<file path="config.mk">
export PLATFORM = sky130hd
export DESIGN_NAME = audio_clk_chain
export DESIGN_NICKNAME = d
export VERILOG_FILES = /design/src/rtl/aclk_pkg.sv /design/src/rtl/aclk_even_div.sv /design/src/rtl/aclk_frame_gen.sv /design/src/rtl/audio_clk_chain.sv
export SDC_FILE = /design/constraint.sdc
export NUM_CORES = 1
export LEC_CHECK = 0
export BUFFER_PORTS_ARGS = -buffer_cell sky130_fd_sc_hd__buf_2
export CAP_MARGIN = 20
export CELL_PAD_IN_SITES_DETAIL_PLACEMENT = 0
export CELL_PAD_IN_SITES_GLOBAL_PLACEMENT = 2
export CORE_MARGIN = 4
export CORE_UTILIZATION = 35
export CTS_BUF_LIST = sky130_fd_sc_hd__clkbuf_16
export DETAILED_ROUTE_END_ITERATION = 16
export PLACE_DENSITY = 0.89
export SYNTH_ARGS = -nofsm -noshare
export SYNTH_HDL_FRONTEND = slang
export SYNTH_SLANG_ARGS = --single-unit
</file>
<file path="constraint.sdc">
create_clock -name clk_i -period 2.7 [get_ports clk_i]
set_input_delay 0.27 -clock clk_i [delete_from_list [all_inputs] [get_ports clk_i]]
set_output_delay 0.27 -clock clk_i [all_outputs]
set_load 0.03 [all_outputs]
</file>
<file path="src/rtl/aclk_pkg.sv">
package aclk_pkg;

    // Widest half-period count used by either divider stage (max 12).
    localparam int HALF_W   = 4;
    localparam int MCODE_W  = 4;
    localparam int BCODE_W  = 3;
    localparam int CFG_W    = 8;

    // Divider word layout (software-visible positions).
    localparam int OE_BIT     = 7;
    localparam int BCODE_LSB  = 4;
    localparam int MCODE_LSB  = 0;

    // Selected divide setting for one even divider stage.
    typedef struct packed {
        logic              ok;    // code is defined
        logic              pass;  // ratio 1: stage follows its source
        logic [HALF_W-1:0] half;  // half period in source ticks
    } div_sel_t;

    function automatic div_sel_t decode_mclk(input logic [MCODE_W-1:0] code);
        div_sel_t s;
        s = '{ok: 1'b1, pass: 1'b0, half: '0};
        case (code)
            4'd0:    s.pass = 1'b1;
            4'd1:    s.half = 4'd1;
            4'd2:    s.half = 4'd2;
            4'd3:    s.half = 4'd3;
            4'd4:    s.half = 4'd4;
            4'd5:    s.half = 4'd6;
            4'd6:    s.half = 4'd8;
            4'd7:    s.half = 4'd12;
            default: s.ok   = 1'b0;
        endcase
        return s;
    endfunction

    function automatic div_sel_t decode_bclk(input logic [BCODE_W-1:0] code);
        div_sel_t s;
        s = '{ok: 1'b1, pass: 1'b0, half: '0};
        case (code)
            3'd0:    s.half = 4'd1;
            3'd1:    s.half = 4'd2;
            3'd2:    s.half = 4'd3;
            3'd3:    s.half = 4'd4;
            3'd4:    s.half = 4'd6;
            3'd5:    s.half = 4'd8;
            default: s.ok   = 1'b0;
        endcase
        return s;
    endfunction

endpackage

</file>
<file path="src/rtl/aclk_even_div.sv">
// Even-ratio divider advanced by a source tick; the setting is loaded only
// at the end of a low phase (or at once while idle or in pass mode).
module aclk_even_div
    import aclk_pkg::*;
#(
    parameter int CNT_W = aclk_pkg::HALF_W
) (
    input  logic     clk_i,
    input  logic     rst_ni,
    input  logic     en_i,
    input  div_sel_t sel_i,
    output logic     lvl_o,
    output logic     pass_o,
    output logic     ok_o,
    output logic     rise_o,
    output logic     fall_o
);

    typedef struct packed {
        logic [CNT_W-1:0]  cnt;
        logic              lvl;
        logic              ok;
        logic              pass;
        logic [HALF_W-1:0] half;
    } div_state_t;

    div_state_t q, d;
    logic       at_end;
    logic       period_end;

    always_comb begin
        d          = q;
        rise_o     = 1'b0;
        fall_o     = 1'b0;
        at_end     = (CNT_W'(q.half) - 1'b1) == q.cnt;
        period_end = !q.ok || q.pass || (!q.lvl && at_end);
        if (en_i) begin
            if (period_end) begin
                d.ok   = sel_i.ok;
                d.pass = sel_i.pass;
                d.half = sel_i.half;
                d.cnt  = '0;
                d.lvl  = sel_i.ok && !sel_i.pass;
                rise_o = sel_i.ok;
            end else if (at_end) begin
                d.cnt  = '0;
                d.lvl  = 1'b0;
                fall_o = 1'b1;
            end else begin
                d.cnt  = q.cnt + 1'b1;
            end
        end
    end

    always_ff @(posedge clk_i) begin
        if (!rst_ni) begin
            q <= '0;
        end else begin
            q <= d;
        end
    end

    assign lvl_o  = q.lvl;
    assign pass_o = q.ok && q.pass;
    assign ok_o   = q.ok;

    // the phase counter never passes the active half period.
    a_r1_cnt_in_range: assert property (@(posedge clk_i) disable iff (!rst_ni)
        (q.ok && !q.pass) |-> (CNT_W'(q.half) > q.cnt));

    // a new ratio always begins with a fresh high phase.
    a_r9_new_ratio_starts_high: assert property (@(posedge clk_i) disable iff (!rst_ni)
        (!$stable(q.half) && q.ok && !q.pass) |-> q.lvl);

endmodule

</file>
<file path="src/rtl/aclk_frame_gen.sv">
// Frame clock: toggles after WORD bit-clock falling edges; the word size is
// taken up at a frame boundary (frame clock going low).
module aclk_frame_gen #(
    parameter int WORD_W = 6
) (
    input  logic              clk_i,
    input  logic              rst_ni,
    input  logic              en_i,
    input  logic [WORD_W-1:0] word_i,
    output logic              lvl_o
);

    typedef struct packed {
        logic [WORD_W-1:0] cnt;
        logic [WORD_W-1:0] wsz;
        logic              lvl;
    } frm_state_t;

    frm_state_t q, d;

    always_comb begin
        d = q;
        if (en_i) begin
            if (q.wsz == '0) begin
                d.wsz = word_i;
                d.cnt = '0;
                d.lvl = 1'b0;
            end else if (q.cnt == q.wsz - 1'b1) begin
                d.cnt = '0;
                if (q.lvl) begin
                    d.lvl = 1'b0;
                    d.wsz = word_i;
                end else begin
                    d.lvl = 1'b1;
                end
            end else begin
                d.cnt = q.cnt + 1'b1;
            end
        end
    end

    always_ff @(posedge clk_i) begin
        if (!rst_ni) begin
            q <= '0;
        end else begin
            q <= d;
        end
    end

    assign lvl_o = q.lvl;

    // word counter stays inside the active word size.
    a_r4_cnt_in_range: assert property (@(posedge clk_i) disable iff (!rst_ni)
        (q.wsz != '0) |-> (q.cnt < q.wsz));

    // with no active word size the frame clock rests low.
    a_r8_zero_word_low: assert property (@(posedge clk_i) disable iff (!rst_ni)
        (q.wsz == '0) |-> !q.lvl);

endmodule

</file>
<file path="src/rtl/audio_clk_chain.sv">
module audio_clk_chain
    import aclk_pkg::*;
#(
    parameter int WORD_W = 6
) (
    input  logic              clk_i,
    input  logic              rst_ni,
    input  logic [CFG_W-1:0]  div_cfg_i,
    input  logic [WORD_W-1:0] word_bits_i,
    output logic              mclk_o,
    output logic              bclk_o,
    output logic              lrclk_o
);

    div_sel_t m_sel, b_sel;
    logic     m_lvl, m_pass, m_ok, m_rise, m_fall;
    logic     b_lvl, b_pass, b_ok, b_rise, b_fall;
    logic     lr_lvl;
    logic     mclk_raw;

    assign m_sel = decode_mclk(div_cfg_i[MCODE_LSB +: MCODE_W]);
    assign b_sel = decode_bclk(div_cfg_i[BCODE_LSB +: BCODE_W]);

    aclk_even_div #(.CNT_W(HALF_W)) u_mclk_div (
        .clk_i  (clk_i),
        .rst_ni (rst_ni),
        .en_i   (1'b1),
        .sel_i  (m_sel),
        .lvl_o  (m_lvl),
        .pass_o (m_pass),
        .ok_o   (m_ok),
        .rise_o (m_rise),
        .fall_o (m_fall)
    );

    aclk_even_div #(.CNT_W(HALF_W)) u_bclk_div (
        .clk_i  (clk_i),
        .rst_ni (rst_ni),
        .en_i   (m_rise),
        .sel_i  (b_sel),
        .lvl_o  (b_lvl),
        .pass_o (b_pass),
        .ok_o   (b_ok),
        .rise_o (b_rise),
        .fall_o (b_fall)
    );

    aclk_frame_gen #(.WORD_W(WORD_W)) u_frame (
        .clk_i  (clk_i),
        .rst_ni (rst_ni),
        .en_i   (b_fall),
        .word_i (word_bits_i),
        .lvl_o  (lr_lvl)
    );

    assign mclk_raw = m_pass ? clk_i : m_lvl;
    assign mclk_o   = div_cfg_i[OE_BIT] & mclk_raw;
    assign bclk_o   = b_pass ? mclk_raw : b_lvl;
    assign lrclk_o  = lr_lvl;

    // bit clock moves only when the master clock rises.
    a_r3_bclk_on_mclk_rise: assert property (@(posedge clk_i) disable iff (!rst_ni)
        ((b_lvl != $past(b_lvl)) && !m_pass) |-> $rose(m_lvl));

    // a master-clock falling edge never moves the bit clock.
    a_r3_no_bclk_on_mfall: assert property (@(posedge clk_i) disable iff (!rst_ni)
        m_fall |=> $stable(b_lvl));

    // a bit-clock rising edge never moves the frame clock.
    a_r3_no_lr_on_brise: assert property (@(posedge clk_i) disable iff (!rst_ni)
        b_rise |=> $stable(lr_lvl));

    // frame clock moves only together with a bit-clock falling edge.
    a_r4_lr_on_bclk_fall: assert property (@(posedge clk_i) disable iff (!rst_ni)
        (lr_lvl != $past(lr_lvl)) |-> $fell(b_lvl));

    // an undefined master-clock setting keeps the output low.
    a_r6_reserved_mclk_low: assert property (@(posedge clk_i) disable iff (!rst_ni)
        !m_ok |-> !mclk_o);

    // an undefined bit-clock setting keeps the bit clock low.
    a_r7_reserved_bclk_low: assert property (@(posedge clk_i) disable iff (!rst_ni)
        !b_ok |-> !bclk_o);

endmodule

</file>
# Word level (Yosys, flattened, before mapping)

Index checks and enable logic that the tools add are counted.

Add/sub/neg operators: 6
Equal/unequal tests: 15
Multiplexer cells: 20
Bitwise operators: 2
Reductions and logical operators: 26

Operator list:

| kind                                              | number |
|---|---|
| one-hot mux 4 bit (7 select lines)                | 1 |
| one-hot mux 4 bit (6 select lines)                | 1 |
| == test 4 x 3 -> 1 bit (second input constant)    | 4 |
| 2-to-1 mux 13 bit                                 | 1 |
| 2-to-1 mux 1 bit                                  | 12 |
| 2-to-1 mux 6 bit                                  | 2 |
| adder 4 x 1 -> 4 bit (second input constant)      | 2 |
| == test 4 x 2 -> 1 bit (second input constant)    | 2 |
| == test 4 bit                                     | 2 |
| nonzero test 2 bit                                | 4 |
| OR reduction 8 bit                                | 1 |
| subtractor 4 x 1 -> 4 bit (second input constant) | 2 |
| 2-to-1 mux 7 bit                                  | 1 |
| adder 6 x 1 -> 6 bit (second input constant)      | 1 |
| == test 3 x 2 -> 1 bit (second input constant)    | 2 |
| == test 3 bit (second input constant)             | 2 |
| == test 6 bit                                     | 1 |
| logical NOT 6 bit                                 | 1 |
| AND reduction 2 bit                               | 3 |
| OR reduction 6 bit                                | 1 |
| subtractor 6 x 1 -> 6 bit (second input constant) | 1 |
| logical NOT 1 bit                                 | 5 |
| 2-to-1 mux 5 bit                                  | 1 |
| == test 4 x 1 -> 1 bit (second input constant)    | 1 |
| other kinds (10)                                  | 15 |

Flip-flop bits (word level): 34
Input port bits: 16
Output and inout port bits: 3
Logic and storage cells: 81

# Depth between registers and ports, before layout

Depth in word-level cells: 7
Depth in mapped cells: 10
Mapped depth without buffers: 8

# By module

From an unflattened synthesis, not the netlist that was laid out.

Cells, all modules: 269
Area, all modules: 2,284.7 µm²

By module, submodules not included:

| module          | times used | cells each | area an instance (µm²) | seq. area each (µm²) |
|---|---|---|---|---|
| aclk_even_div   | 2          | 75         | 658.1                  | 220.2 |
| aclk_frame_gen  | 1          | 95         | 823.3                  | 260.2 |
| audio_clk_chain | 1          | 24         | 145.1                  | 0.0 |

==> results.txt <==
----------------------------------------------------
[Outcome]
  Outcome ... finished, final reports clean

[Logic synthesis]
  Number of warnings issued by yosys ... 0
  Synth area leaders ... sky130_fd_sc_hd__dfxtp_1, sky130_fd_sc_hd__nand2_1, sky130_fd_sc_hd__xnor2_1
  Number of standard cells after synthesis ... 220
  Share of Yosys cell area claimed by the top area cell type ... 36.34%
  Sequential fraction of the synthesis area ... 36.34%
  Average footprint of a synthesized cell ... 8.514 um^2
  Post-synth top area cell ... sky130_fd_sc_hd__dfxtp_1
  Count of unique library cells instantiated by Yosys ... 43
  Cell Area, Synth ... 0.001873 mm^2
  Count of state elements after synthesis ... 34
  Mapped Nets ... 243

[Clocking]
  Clock tree from TritonCTS ... yes
  CTS clk-pin slew, worst paths ... 50 ps
  CTS resizes ... 0
  Setup Buffers After CTS ... 0
  Clock latency reported for the late side of the worst-skew pair ... 380 ps
  Quantity of hold-fixing buffers added after cts ... 0

[Route]
  First-pass iteration count of the detailed router ... 4
  Drt via density ... 4.669
  Iter 0 DRT Violations ... 52
  Detailed-route via count ... 1466
  Detail Route Antenna Nets ... 0
  Wire length per cell after detailed routing ... 11.14 um
  Routed wire length ... 3497 um
  DRC errors left ... 0

[Cells and area]
  # diodes ... 0
  Layout cells sized above 1 ... 13.93%
  Layout Utilization ... 43.52%
  Filler cell count in the final layout ... 547
  Area of the multi-input gates ... 0.001106 mm^2
  Net count reported at finish ... 266
  Area Overhead vs Synth ... 19.44%
  Register cell area after layout ... 680.7 um^2
  Final Cell Area ... 0.002237 mm^2

[Timing]
  Final Hold Viols ... 0
  Total setup violations reported at the end of the flow ... 0
  Max Clock Skew ... 4.927 ps
  Final total negative setup slack ... 0 ps
  Final count of pins violating max slew ... 0
  RSZ-0062 raised after global routing ... false
  Worst Slack Setup Final ... 490.5 ps
  Slew at the pin closest to its max-slew limit ... 541.6 ps
  Peak clock frequency supported by timing ... 0.4526 GHz
  Post-route minimum period ... 2210 ps
  Worst slew slack as a fraction of its limit ... 63.89%
  Post-route fraction of the period consumed by the critical path ... 81.83%

[Power and ir drop]
  PwrDens ... 618.6 mW/mm^2
  Static power due to leakage ... 0.9105 nW
  Overall power of the completed layout ... 1.384 mW
  Worst vdd rail ir drop ... 0.3018 mV

[Worst hold path]
  Hold path depth ... 3
  Start point of the worst min-delay path ... word_bits_i[5]
  Endpoint, Worst Hold ... u_frame.q[6]
  Hold/Removal Path Class ... input port to register

[Worst setup path]
  Worst setup path startpoint ... u_bclk_div.q[0]
  Crit end category ... register
  Launch point of the worst reg-to-reg path ... u_bclk_div.q[0]
  Critical Path Start Type ... register
  Worst Reg2Reg Path Length in Cells ... 8
  Crit path kind ... register to register
  CP Data Arrival Time ... 2520 ps
  Internal reg-to-reg setup slack ... 490 ps
  Endpoint of the worst-slack reg-to-reg timing path ... u_frame.lvl_o
  CP Data Required Time ... 3010 ps
  Critical-path maximum fanout ... 12

[Floorplanning]
  Overall die area ... 0.006586 mm^2
  Ports ... 19
  Die outline width ... 81.16 um
  Site row count ... 26
  Initial standard-cell utilization of the core ... 36.44%
  Placeable core region ... 0.005140 mm^2
  Die outline height ... 81.16 um

[Global routing]
  Vias in the first global route ... 1485
  Maximum number of pins on one net before global-route repair ... 34
  Overall overflow remaining after global route ... 0
  Global Route Usage Sum ... 12.02%
  Antenna violations before repair ... 0
  First-pass GRT wire length ... 6203 um

[Place]
  Detailed placement HPWL ... 2613 um
  Global placer's final weighted congestion ... 0.7287
  Number of I/O port buffers ... 18
  DP Worst Slack ... 491.5 ps
  Cell area after placement ... 0.002024 mm^2

[Run]
  Reported max-cap violation count ... 0

----------------------------------------------------
==> cell usage after synthesis <==
cell type and instances:
sky130_fd_sc_hd__nand3_1 10, sky130_fd_sc_hd__a31oi_1 1, sky130_fd_sc_hd__a31o_1 1, sky130_fd_sc_hd__or4_1 3, sky130_fd_sc_hd__nor2_1 20, sky130_fd_sc_hd__o21ai_1 1
sky130_fd_sc_hd__o22ai_1 3, sky130_fd_sc_hd__o22a_1 1, sky130_fd_sc_hd__a211oi_1 1, sky130_fd_sc_hd__a21oi_1 7, sky130_fd_sc_hd__nor4_1 1, sky130_fd_sc_hd__o211ai_1 1
sky130_fd_sc_hd__buf_6 2, sky130_fd_sc_hd__o41ai_1 1, sky130_fd_sc_hd__xnor2_1 12, sky130_fd_sc_hd__o21ai_0 9, sky130_fd_sc_hd__nor2_2 1, sky130_fd_sc_hd__dfxtp_1 34
sky130_fd_sc_hd__and4_1 1, sky130_fd_sc_hd__and3_1 3, sky130_fd_sc_hd__nor4_4 1, sky130_fd_sc_hd__nor3_2 2, sky130_fd_sc_hd__nor2b_1 4, sky130_fd_sc_hd__ha_1 7
sky130_fd_sc_hd__and4b_1 1, sky130_fd_sc_hd__clkbuf_1 4, sky130_fd_sc_hd__nand2b_1 2, sky130_fd_sc_hd__buf_1 1, sky130_fd_sc_hd__nand3b_1 2, sky130_fd_sc_hd__a21boi_0 3
sky130_fd_sc_hd__nor3b_1 1, sky130_fd_sc_hd__or3_1 1, sky130_fd_sc_hd__o21a_1 2, sky130_fd_sc_hd__mux2i_1 10, sky130_fd_sc_hd__nand2_4 1, sky130_fd_sc_hd__o31ai_1 4
sky130_fd_sc_hd__nor3_1 3, sky130_fd_sc_hd__and3b_1 1, sky130_fd_sc_hd__nand4_1 2, sky130_fd_sc_hd__xor3_1 1, sky130_fd_sc_hd__inv_1 12, sky130_fd_sc_hd__nand2_1 30
sky130_fd_sc_hd__xor2_1 12
==> report_power, final <==
part	switching, mW	total [mW]	leakage [nW]	internal [mW]
clock	0.224	0.746	0.117	0.522
sequential	0.0125	0.528	0.276	0.515
combinational	0.0624	0.110	0.518	0.0479
total	0.299	1.38	0.911	1.08
==> worst max-delay path: stages (launching register included) <==
cell	delay, ps
sky130_fd_sc_hd__dfxtp_1	390
sky130_fd_sc_hd__inv_1	60
sky130_fd_sc_hd__ha_1	200
sky130_fd_sc_hd__xnor2_1	130
sky130_fd_sc_hd__xnor2_1	190
sky130_fd_sc_hd__nor4_4	330
sky130_fd_sc_hd__nand2_4	160
sky130_fd_sc_hd__or4_1	510
sky130_fd_sc_hd__a21boi_0	150
==> worst max path at each step <==
stage / to / slack [ps]
finish: u_frame.lvl_o / 490
global route: u_frame.q[5] / 280
CTS: u_frame.lvl_o / 460
detailed placement: u_frame.lvl_o / 490
global placement: u_frame.lvl_o / 510
floorplan: u_frame.q[12] / 560
==> layout make-up <==
class | instances | area share (%)
Timing Repair Buffer | 19 | 4.474
Multi-Input combinational cell | 167 | 49.44
Sequential cell | 34 | 30.43
Clock buffer | 9 | 9.172
Clock inverter | 3 | 0.5593
Inverter | 12 | 2.013
Tap cell | 70 | 3.915
==> metal layers <==
layer / share of wire [%] / vias up / global-route usage [%]
li1: - / 802 / -
met5: 0 / - / 0
met3: 3.1 / 2 / 3.437
met1: 52 / 645 / 15.55
met2: 44 / 17 / 19.05
met4: 0.37 / 0 / 4.223
==> registers in the layout, summed over array words and instances (netlist names) <==
| name | flops |
|---|---|
| u_bclk_div.lvl_o | 1 |
| u_bclk_div.ok_o | 1 |
| u_bclk_div.q | 8 |
| u_frame.lvl_o | 1 |
| u_frame.q | 12 |
| u_mclk_div.lvl_o | 1 |
| u_mclk_div.ok_o | 1 |
| u_mclk_div.q | 9 |
==> layout by cell type (no fill, tap or decap), drive strengths merged, types with 3 or more instances in the layout <==
cell,synthesis,final
nor2b,4,4
nand2,31,31
nand3,10,10
inv,12,13
mux2i,10,10
a21oi,7,7
a21boi,3,3
xnor2,12,12
o31ai,4,4
clkbuf,4,8
and3,3,3
nor3,5,5
ha,7,7
or4,3,3
xor2,12,12
buf,3,20
dfxtp,34,34
o22ai,3,3
o21ai,10,10
nor2,21,21
==> cells by family (layout without fill, tap and decap cells) <==
kind of cell	Yosys count	count (layout)	share of synthesized area (%)
simple gates	90	90	24.85
xor+xnor	25	25	12.49
compound gates	35	35	11.69
mux	10	10	5.344
buf+inv	19	43	4.609
flops	34	34	36.34
fa+ha+maj	7	7	4.676
==> stage by stage <==
stage / hold slack (ps) / instances
after CTS: 126.2 / 314
final: 131.9 / 314
after global routing: 145.1 / 314
after floorplan: 376.2 / 220
after detailed placement: 467.7 / 303
after global placement: 465.0 / 303
No activity file was read; power rests on OpenSTA's default activity.
